**src/rtl/sdcmd_pkg.sv**
```systemverilog
package sdcmd_pkg;

    localparam int SD_ARG_W = 32;
    localparam int SD_IDX_W = 6;
    localparam int SD_CRC_W = 7;
    localparam logic [SD_CRC_W-1:0] SD_CRC_POLY = 7'h09;

    typedef enum logic [1:0] {
        RSP_NONE = 2'b00,
        RSP_LONG = 2'b01,
        RSP_SHORT = 2'b10,
        RSP_SHORT_BUSY = 2'b11
    } rsp_kind_e;

    typedef enum logic [1:0] {
        RX_IDLE,
        RX_WAIT,
        RX_RECV
    } rx_phase_e;

    // One serial step of the CRC7 used on the command line.
    function automatic logic [SD_CRC_W-1:0] crc7_next(input logic [SD_CRC_W-1:0] c, input logic b);
        logic fb;
        fb = b ^ c[SD_CRC_W-1];
        return {c[SD_CRC_W-2:0], 1'b0} ^ (fb ? SD_CRC_POLY : '0);
    endfunction

endpackage

```
**src/rtl/sdcmd_tx.sv**
```systemverilog
module sdcmd_tx
    import sdcmd_pkg::*;
#(
    parameter int IDX_W = SD_IDX_W,
    parameter int ARG_W = SD_ARG_W
) (
    input  logic             clk,
    input  logic             rst_n,
    input  logic             ce,
    input  logic             start,
    input  logic [IDX_W-1:0] idx,
    input  logic [ARG_W-1:0] arg,
    output logic             line,
    output logic             busy,
    output logic             done
);
    localparam int BODY_W  = 2 + IDX_W + ARG_W;
    localparam int FRAME_W = BODY_W + SD_CRC_W + 1;
    localparam int NW      = $clog2(FRAME_W);
    localparam logic [NW-1:0] BODY_END = NW'(BODY_W);
    localparam logic [NW-1:0] LAST     = NW'(FRAME_W - 1);

    typedef struct packed {
        logic                busy;
        logic [NW-1:0]       n;
        logic [BODY_W-1:0]   sh;
        logic [SD_CRC_W-1:0] crc;
    } tx_st_t;

    tx_st_t q, d;

    always_comb begin
        d = q;
        if (start) begin
            d.busy = 1'b1;
            d.n    = '0;
            d.sh   = {2'b01, idx, arg};
            d.crc  = '0;
        end else if (q.busy && ce) begin
            if (q.n < BODY_END) begin
                d.crc = crc7_next(q.crc, q.sh[BODY_W-1]);
                d.sh  = q.sh << 1;
            end else if (q.n < LAST) begin
                d.crc = q.crc << 1;
            end else begin
                d.busy = 1'b0;
            end
            d.n = q.n + 1'b1;
        end
    end

    always_ff @(posedge clk or negedge rst_n) begin
        if (!rst_n) q <= '0;
        else        q <= d;
    end

    assign busy = q.busy;
    assign done = q.busy && ce && (q.n == LAST);
    assign line = !q.busy          ? 1'b1 :
                  (q.n < BODY_END) ? q.sh[BODY_W-1] :
                  (q.n < LAST)     ? q.crc[SD_CRC_W-1] : 1'b1;

endmodule

```
**src/rtl/sdcmd_rx.sv**
```systemverilog
module sdcmd_rx
    import sdcmd_pkg::*;
#(
    parameter int TIMEOUT = 64,
    parameter int LONG_W  = 136,
    parameter int SHORT_W = 48,
    parameter int SKIP_W  = 8
) (
    input  logic              clk,
    input  logic              rst_n,
    input  logic              ce,
    input  logic              start,
    input  logic              long_rsp,
    input  logic              line_in,
    output logic              rsp_done,
    output logic              rsp_timeout,
    output logic              crc_ok,
    output logic [LONG_W-1:0] frame
);
    localparam int NW = $clog2(LONG_W);
    localparam int TW = $clog2(TIMEOUT + 1);
    localparam int TAIL_W = SD_CRC_W + 1;
    localparam logic [NW-1:0] LAST_LONG  = NW'(LONG_W - 1);
    localparam logic [NW-1:0] LAST_SHORT = NW'(SHORT_W - 1);
    localparam logic [NW-1:0] LONG_LO    = NW'(SKIP_W);
    localparam logic [NW-1:0] LONG_HI    = NW'(LONG_W - TAIL_W);
    localparam logic [NW-1:0] SHORT_HI   = NW'(SHORT_W - TAIL_W);
    localparam logic [TW-1:0] T_LAST     = TW'(TIMEOUT - 1);

    typedef struct packed {
        rx_phase_e           phase;
        logic [TW-1:0]       tcnt;
        logic [NW-1:0]       n;
        logic                long_f;
        logic [LONG_W-1:0]   sh;
        logic [SD_CRC_W-1:0] crc;
        logic                done;
        logic                tmo;
    } rx_st_t;

    rx_st_t q, d;
    logic   covered;

    always_comb begin
        covered = q.long_f ? (q.n >= LONG_LO && q.n < LONG_HI) : (q.n < SHORT_HI);
        d      = q;
        d.done = 1'b0;
        d.tmo  = 1'b0;
        if (start) begin
            d.phase  = RX_WAIT;
            d.tcnt   = '0;
            d.long_f = long_rsp;
            d.sh     = '0;
            d.crc    = '0;
        end else if (ce) begin
            case (q.phase)
                RX_WAIT: begin
                    if (!line_in) begin
                        d.phase = RX_RECV;
                        d.n     = NW'(1);
                        d.sh    = {q.sh[LONG_W-2:0], 1'b0};
                        d.crc   = q.long_f ? q.crc : crc7_next(q.crc, 1'b0);
                    end else if (q.tcnt == T_LAST) begin
                        d.phase = RX_IDLE;
                        d.tmo   = 1'b1;
                    end else begin
                        d.tcnt = q.tcnt + 1'b1;
                    end
                end
                RX_RECV: begin
                    d.sh = {q.sh[LONG_W-2:0], line_in};
                    if (covered) d.crc = crc7_next(q.crc, line_in);
                    if (q.n == (q.long_f ? LAST_LONG : LAST_SHORT)) begin
                        d.phase = RX_IDLE;
                        d.done  = 1'b1;
                    end
                    d.n = q.n + 1'b1;
                end
                default: ;
            endcase
        end
    end

    always_ff @(posedge clk or negedge rst_n) begin
        if (!rst_n) q <= '{phase: RX_IDLE, default: '0};
        else        q <= d;
    end

    assign rsp_done    = q.done;
    assign rsp_timeout = q.tmo;
    assign frame       = q.sh;
    assign crc_ok      = (q.crc == q.sh[SD_CRC_W:1]);

endmodule

```
**src/rtl/sdcmd_host.sv**
```systemverilog
module sdcmd_host
    import sdcmd_pkg::*;
#(
    parameter int RSP_TIMEOUT = 64
) (
    input  logic        clk,
    input  logic        rst_n,
    input  logic        sd_ce,
    input  logic        arg_we,
    input  logic [31:0] arg_wdata,
    input  logic        cmd_we,
    input  logic [15:0] cmd_wdata,
    input  logic        sts_clr_we,
    input  logic [3:0]  sts_clr,
    output logic [4:0]  int_sts,
    output logic [31:0] present,
    output logic [31:0] rsp0,
    output logic [31:0] rsp1,
    output logic [31:0] rsp2,
    output logic [31:0] rsp3,
    output logic        cmd_line_out,
    output logic        cmd_line_oe,
    input  logic        cmd_line_in,
    input  logic [3:0]  dat_in
);
    localparam int LONG_W  = 136;
    localparam int SHORT_W = 48;
    localparam int WORDS   = 4;
    localparam int WORD_W  = SD_ARG_W;
    localparam int CUT_W   = SD_CRC_W + 1;
    localparam int TOP_W   = LONG_W - 2 - SD_IDX_W - CUT_W - (WORDS - 1) * WORD_W;
    localparam int IDX_LO  = SHORT_W - 2 - SD_IDX_W;

    typedef struct packed {
        logic [SD_ARG_W-1:0]          arg;
        logic [SD_IDX_W-1:0]          idx;
        rsp_kind_e                    kind;
        logic                         idx_chk;
        logic                         crc_chk;
        logic                         inh_cmd;
        logic                         inh_dat;
        logic [3:0]                   sts;
        logic [WORDS-1:0][WORD_W-1:0] rsp;
    } host_st_t;

    host_st_t q, d;

    logic              tx_start, tx_line, tx_busy, tx_done;
    logic              rx_start, rx_done, rx_tmo, rx_crc_ok;
    logic [LONG_W-1:0] rx_frame;
    logic              unused_bits;

    assign tx_start = cmd_we && !q.inh_cmd;
    assign rx_start = tx_done && (q.kind != RSP_NONE);
    assign unused_bits = ^{cmd_wdata[15:14], cmd_wdata[7:6], cmd_wdata[2],
                           rx_frame[LONG_W-1:LONG_W-2-SD_IDX_W], rx_frame[CUT_W-1:0]};

    sdcmd_tx #(.IDX_W(SD_IDX_W), .ARG_W(SD_ARG_W)) tx_i (
        .clk(clk), .rst_n(rst_n), .ce(sd_ce), .start(tx_start),
        .idx(cmd_wdata[13:8]), .arg(q.arg),
        .line(tx_line), .busy(tx_busy), .done(tx_done)
    );

    sdcmd_rx #(.TIMEOUT(RSP_TIMEOUT), .LONG_W(LONG_W), .SHORT_W(SHORT_W), .SKIP_W(2 + SD_IDX_W)) rx_i (
        .clk(clk), .rst_n(rst_n), .ce(sd_ce), .start(rx_start),
        .long_rsp(q.kind == RSP_LONG), .line_in(cmd_line_in),
        .rsp_done(rx_done), .rsp_timeout(rx_tmo), .crc_ok(rx_crc_ok), .frame(rx_frame)
    );

    always_comb begin
        d = q;
        if (arg_we) d.arg = arg_wdata;
        if (sts_clr_we) d.sts = q.sts & ~sts_clr;
        if (tx_start) begin
            d.idx     = cmd_wdata[13:8];
            d.kind    = rsp_kind_e'(cmd_wdata[1:0]);
            d.idx_chk = cmd_wdata[4];
            d.crc_chk = cmd_wdata[3];
            d.inh_cmd = 1'b1;
            if (cmd_wdata[5] || (cmd_wdata[1:0] == RSP_SHORT_BUSY)) d.inh_dat = 1'b1;
        end else if (q.inh_dat && !q.inh_cmd && sd_ce && dat_in[0]) begin
            d.inh_dat = 1'b0;
        end
        if (tx_done && (q.kind == RSP_NONE)) begin
            d.sts[0]  = 1'b1;
            d.inh_cmd = 1'b0;
        end
        if (rx_tmo) begin
            d.sts[1]  = 1'b1;
            d.inh_cmd = 1'b0;
        end
        if (rx_done) begin
            d.sts[0]  = 1'b1;
            d.inh_cmd = 1'b0;
            if (q.crc_chk && !rx_crc_ok) d.sts[2] = 1'b1;
            if (q.idx_chk && (q.kind != RSP_LONG) &&
                (rx_frame[IDX_LO +: SD_IDX_W] != q.idx)) d.sts[3] = 1'b1;
            if (q.kind == RSP_LONG) begin
                for (int k = 0; k < WORDS - 1; k++)
                    d.rsp[k] = rx_frame[CUT_W + k * WORD_W +: WORD_W];
                d.rsp[WORDS-1] = {{(WORD_W - TOP_W){1'b0}},
                                  rx_frame[CUT_W + (WORDS - 1) * WORD_W +: TOP_W]};
            end else begin
                d.rsp[0] = rx_frame[CUT_W +: WORD_W];
            end
        end
    end

    always_ff @(posedge clk or negedge rst_n) begin
        if (!rst_n) q <= '{kind: RSP_NONE, default: '0};
        else        q <= d;
    end

    assign int_sts      = {|q.sts[3:1], q.sts};
    assign present      = {8'h00, dat_in, 18'h0, q.inh_dat, q.inh_cmd};
    assign rsp0         = q.rsp[0];
    assign rsp1         = q.rsp[1];
    assign rsp2         = q.rsp[2];
    assign rsp3         = q.rsp[3];
    assign cmd_line_out = tx_line;
    assign cmd_line_oe  = tx_busy;

endmodule


```
**config.mk**
```make
export PLATFORM = sky130hd
export DESIGN_NAME = sdcmd_host
export DESIGN_NICKNAME = d
export VERILOG_FILES = /design/src/rtl/sdcmd_pkg.sv /design/src/rtl/sdcmd_tx.sv /design/src/rtl/sdcmd_rx.sv /design/src/rtl/sdcmd_host.sv
export SDC_FILE = /design/constraint.sdc
export NUM_CORES = 1
export LEC_CHECK = 0
export ABC_AREA = 0
export CORE_AREA = 2 2 173 175
export DETAILED_ROUTE_END_ITERATION = 10
export DIE_AREA = 0 0 175 177
export PLACE_DENSITY = 0.81
export SETUP_SLACK_MARGIN = 0.1
export SLEW_MARGIN = 20
export SYNTH_ARGS = -nofsm -noshare
export SYNTH_HDL_FRONTEND = slang
export SYNTH_SLANG_ARGS = --single-unit
```
**constraint.sdc**
```tcl
create_clock -name clk -period 3.1 [get_ports clk]
set_input_delay 0.93 -clock clk [delete_from_list [all_inputs] [get_ports clk]]
set_output_delay 0.93 -clock clk [all_outputs]
set_load 0.005 [all_outputs]
```
Yosys cells after proc, flatten, opt, wreduce, memory -nomap -nowiden:

Index checks and enable logic that the tools add are counted.

* register bits after elaboration: 377
* output and inout port bits: 167

* order comparisons: 5
* reductions and logical operators: 40
* multiplexer cells: 53
* bitwise logic cells: 8
* $add $sub $neg: 3
* eq/ne operators: 20

Operators by type and width (number)
* $mux 135: 2
* $pmux 135 s2: 1
* $mux 137: 1
* $mux 129: 1
* $mux 54: 2
* $mux 88: 1
* $mux 7: 7
* $mux 40: 1
* $mux 1: 22
* $xor 7x7->7: 3
* $reduce_bool 2->1: 9
* $mux 17: 1
* $mux 4: 4
* $mux 8: 2
* $pmux 8 s2: 1
* $logic_and 1x1->1: 12
* $lt 6x6->1 const B: 2
* $reduce_and 4->1: 3
* $mux 2: 5
* $mux 9: 1
* $reduce_bool 3->1: 3
* $add 8x1->8 const B: 1
* $eq 8x8->1: 1
* $ge 8x4->1 const B: 1
* 28 further kinds: 42

Longest topological paths before layout:

* depth in word-level cells: 7
* gate-level depth with buffers: 8

Cells and area by module:

A second synthesis with hierarchy kept.

* cell total of the unflattened synthesis: 1678
* area, all modules: 18157.4 sq um

Modules (own cells, without submodules)
* sdcmd_rx: cells an instance 892, area each 7970.1 sq um, instances 1, sequential area each 4078.9 sq um
* sdcmd_host: cells an instance 545, area each 7653.6 sq um, instances 1, sequential area each 4204.0 sq um
* sdcmd_tx: cells an instance 241, area each 2533.7 sq um, instances 1, sequential area each 1351.3 sq um

Least setup slack after synthesis:

Ideal clock, no wire load.

* path type: in2reg
* start point: input sd_ce
* end point: register rx_i.q (netlist bit rx_i.frame[0])
* setup time: 0.121 ns
* data arrival time: 2.118 ns
* stages on the path: 6
* path slack: 0.861 ns
* cells stage by stage: nand2_2 > nor4_4 > nor2_1 > buf_2 > clkbuf_1 > a22o_1

* longest elaborated chain between the ends: 5

RTL lines
* from (decl): line sdcmd_host.sv:8 `input logic sd_ce,`
* $logic_and 1x1->1 (2 in a row): line sdcmd_tx.sv:58 `assign done = q.busy && ce && (q.n == LAST);`
* $logic_and 1x1->1: line sdcmd_host.sv:54 `assign rx_start = tx_done && (q.kind != RSP_NONE);`
* $ne 3x2->1 (no source line), or another cell as far along
* $reduce_and 3->1 (no source line)
* to (signal assigned): line sdcmd_rx.sv:85 `if (!rst_n) q <= '{phase: RX_IDLE, default: '0};`
* to (signal assigned): line sdcmd_rx.sv:86 `else q <= d;`
* to (decl): line sdcmd_rx.sv:41 `rx_st_t q, d;`

Several ways; a longest one is shown, not always the timed one.
A chain may end at the register's enable or synchronous reset.

Worst setup path in the final report:

* start point: input dat_in[0]
* end point: output present[20]

RTL lines
* from (decl): line sdcmd_host.sv:24 `input logic [3:0] dat_in`
* to (decl): line sdcmd_host.sv:16 `output logic [31:0] present,`

No word-level cell between the ends.

==> results.md <==
* Status: finished clean
* Clk buf depth at 3
* Fin Hold WS at 0.351 ns
* Via density at 5.45
* Fin. Hold Viols at 0
* Vias in the first global route at 9526
* Final wirelength at 29900 um
* Final Skew at 0.0219 ns
* Bufs and invs on worst path at 2
* Synth top cells by count: dfrtp_1, buf_4, mux2_2, a22o_1, nand2_1
* Syn. warnings at 0
* Fill count at 2138
* Routed length per instance at 17.2 um
* Starting Density at 0.549
* Switching portion of total power at 0.265
* Area Growth Syn to Fin at 17.2%
* Final estimated routing congestion in global placement at 0.786
* Cell Area, Synth at 0.0161 sq mm
* Core area at 0.0292 sq mm
* Clock latency on the worst-skew pair at 0.52 ns
* Final nets at 1388
* Ports at 230
* Synth top area share at 0.588
* Num CTS Buffers at 38
* Endpoint class of the critical path: output port
* Async set or reset register ratio after synthesis at 1.00
* Peak supply drop at 492 uV
* Max Cap Viol at 0
* Post-route minimum period at 2.84 ns
* Worst Path Arrival at 1.91 ns
* Net Switching at 3260 uW
* Number of synthesized register bits at 377
* Row count at 63
* Final Non-Filler Cells at 1738
* I/O Buffers at 184
* Slowest cell on crit path: clkdlybuf4s50_1
* Placed insts at 1667
* Slew margin rel. at 0.512
* Power Dens Cells at 652 mW/mm^2
* Critical path class: input pin to output port
* Post-Route Setup TNS at 0 ns
* Crit path max-delay family: buffers and inverters
* CTS clk-pin slew, worst paths at 0.06 ns
* Gr ovfl total at 0
* Post-synth EDFFs at 0
* Final Slew Violations at 0
* Dominant cell by count in the synthesized netlist: dfrtp_1
* Antenna Nets Post-Route at 0
* Unrepaired setup endpoints after global routing: false
* Area leader, netlist: dfrtp_1
* Initial antenna violation count at 0
* Cells after synthesis at 1256
* First DRT Iteration DRCs at 677
* Final period util at 0.915
* Dominant synthesized flop cell: dfrtp_1
* Top cells by area, synth: dfrtp_1, mux2_2, buf_4
* DRT Pass-1 Iters at 5
* Antenna cells at 0
* Worst Path Required at 2.17 ns
* CP peak stage delay at 0.50 ns
* Area of the die at 0.0310 sq mm
* Min-delay worst type: input pin to asynchronous set/reset pin
* CTS Hold Buffers Added at 0
* Finish-stage setup viols at 0
* Sequential Power Share at 0.467
* Post-Syn Area per Cell at 12.8 sq um
* Root Buffer: clkbuf_16
* Crit Path Max Fanout at 2
* Largest net degree at the start of global routing at 94
* Critical Path Source Type: input pin
* Internal power at 9010 uW
* CP dominant cell by count: clkdlybuf4s50_1
* CTS sink count at 377
* Pwr Total at 12300 uW
* CTS tree: done
* Comb pwr share at 0.155
* CP cell instances: clkdlybuf4s50_1, clkdlybuf4s50_1
* Die Span X at 175 um
* Worst-Margin Slew at 0.730 ns
* First-pass GRT wire length at 49500 um
* GRT Total Usage at 0.197
* Die Ht at 177 um
* Synth cell types at 52
* Fmax at 0.352 GHz
* Post-DP HPWL at 19700 um
* Clk network pwr share at 0.378
* Sequential element share of the synthesized area at 0.588
* Routed vias at 9476
* H-tree Lvls at 2
* Lkg Pwr at 0.00904 uW
* Share of layout cells above drive strength 1 at 0.202
* DRC viols at 0
## repair_timing
item | CTS | global route
resized for setup | 2 | 2
setup endpoints to repair | 1 | 1
pin swaps | 2 | 0
buffers inserted | 2 | 0
## power by group through the flow
stage | Clock [uW] | Combinational (uW) | Sequential (uW)
final | 4640 | 1900 | 5720
after global routing | 4950 | 2130 | 5790
after CTS | 4760 | 1920 | 5720
after detailed placement | 0 | 1880 | 5800
after global placement | 0 | 1810 | 5780
after floorplan | 0 | 1340 | 5690
## registers in the layout (all words and copies together), names as in the netlist
name,flops
int_sts,4
present,2
q,42
rsp0,32
rsp1,32
rsp2,32
rsp3,24
rx_i.frame,128
rx_i.q,25
rx_i.rsp_done,1
rx_i.rsp_timeout,1
tx_i.busy,1
tx_i.q,53
## path summary, 6_finish.rpt
kind,cells after the start,from,slack (ns),endpoint
max in group asynchronous,2,rst_n,1.84,rx_i.frame[54]
min reg2reg,2,q[144],0.47,tx_i.q[7]
max,2,dat_in[0],0.26,present[20]
min,1,rst_n,0.35,rsp0[8]
max reg2reg,6,tx_i.q[48],1.00,rx_i.q[152]
min in group clk,2,q[144],0.47,tx_i.q[7]
## metal layers
layer  vias up  track usage  share of wire
met4         0       0.0566          0.024
met2       241        0.323           0.49
li1       4354            -              -
met3        45       0.0365          0.046
met5         -            0              0
met1      4836        0.270           0.44
## cell families (layout without fill, tap and decap cells)
logic type / Yosys count / in the layout / synth area share
flops: 377 / 377 / 0.588
compound gates: 217 / 217 / 0.104
other cells: 1 / 34 / 0.000234
xor+xnor: 25 / 25 / 0.0145
fa+ha+maj: 6 / 6 / 0.00468
buf+inv: 240 / 299 / 0.0969
simple gates: 186 / 186 / 0.0531
mux: 204 / 204 / 0.139
## layout by cell type, fill, tap and decap left out, types with 12 or more instances in the layout
cell type          n
mux2_2           153
buf_12            17
conb_1            34
clkdlybuf4s50_1  182
xor2_1            12
buf_4             21
o21ai_0           41
a22o_1           131
dfrtp_1          377
clkbuf_16         39
mux2i_1           51
nand2_1          105
nor2_1            24
xnor2_1           12
## through the flow
step	setup slack (ns)	util	cell area, sq um
finish	0.262	0.644	18800
global route	0.227	0.644	18800
CTS	0.107	0.643	18800
detailed placement	0.185	0.598	17500
global placement	0.206	0.598	17500
floorplan	0.861	-	16200
## area by class of cell
type | count | area (sq um) | area share
multi-input combinational | 672 | 5240 | 0.278
clock inverter | 16 | 165 | 0.00878
tap | 390 | 488 | 0.0259
sequential | 377 | 9430 | 0.501
timing repair buffer | 222 | 2350 | 0.125
inverter | 8 | 30.0 | 0.00160
clock buffer | 53 | 1120 | 0.0594
No activity file was read; power rests on OpenSTA's default activity.
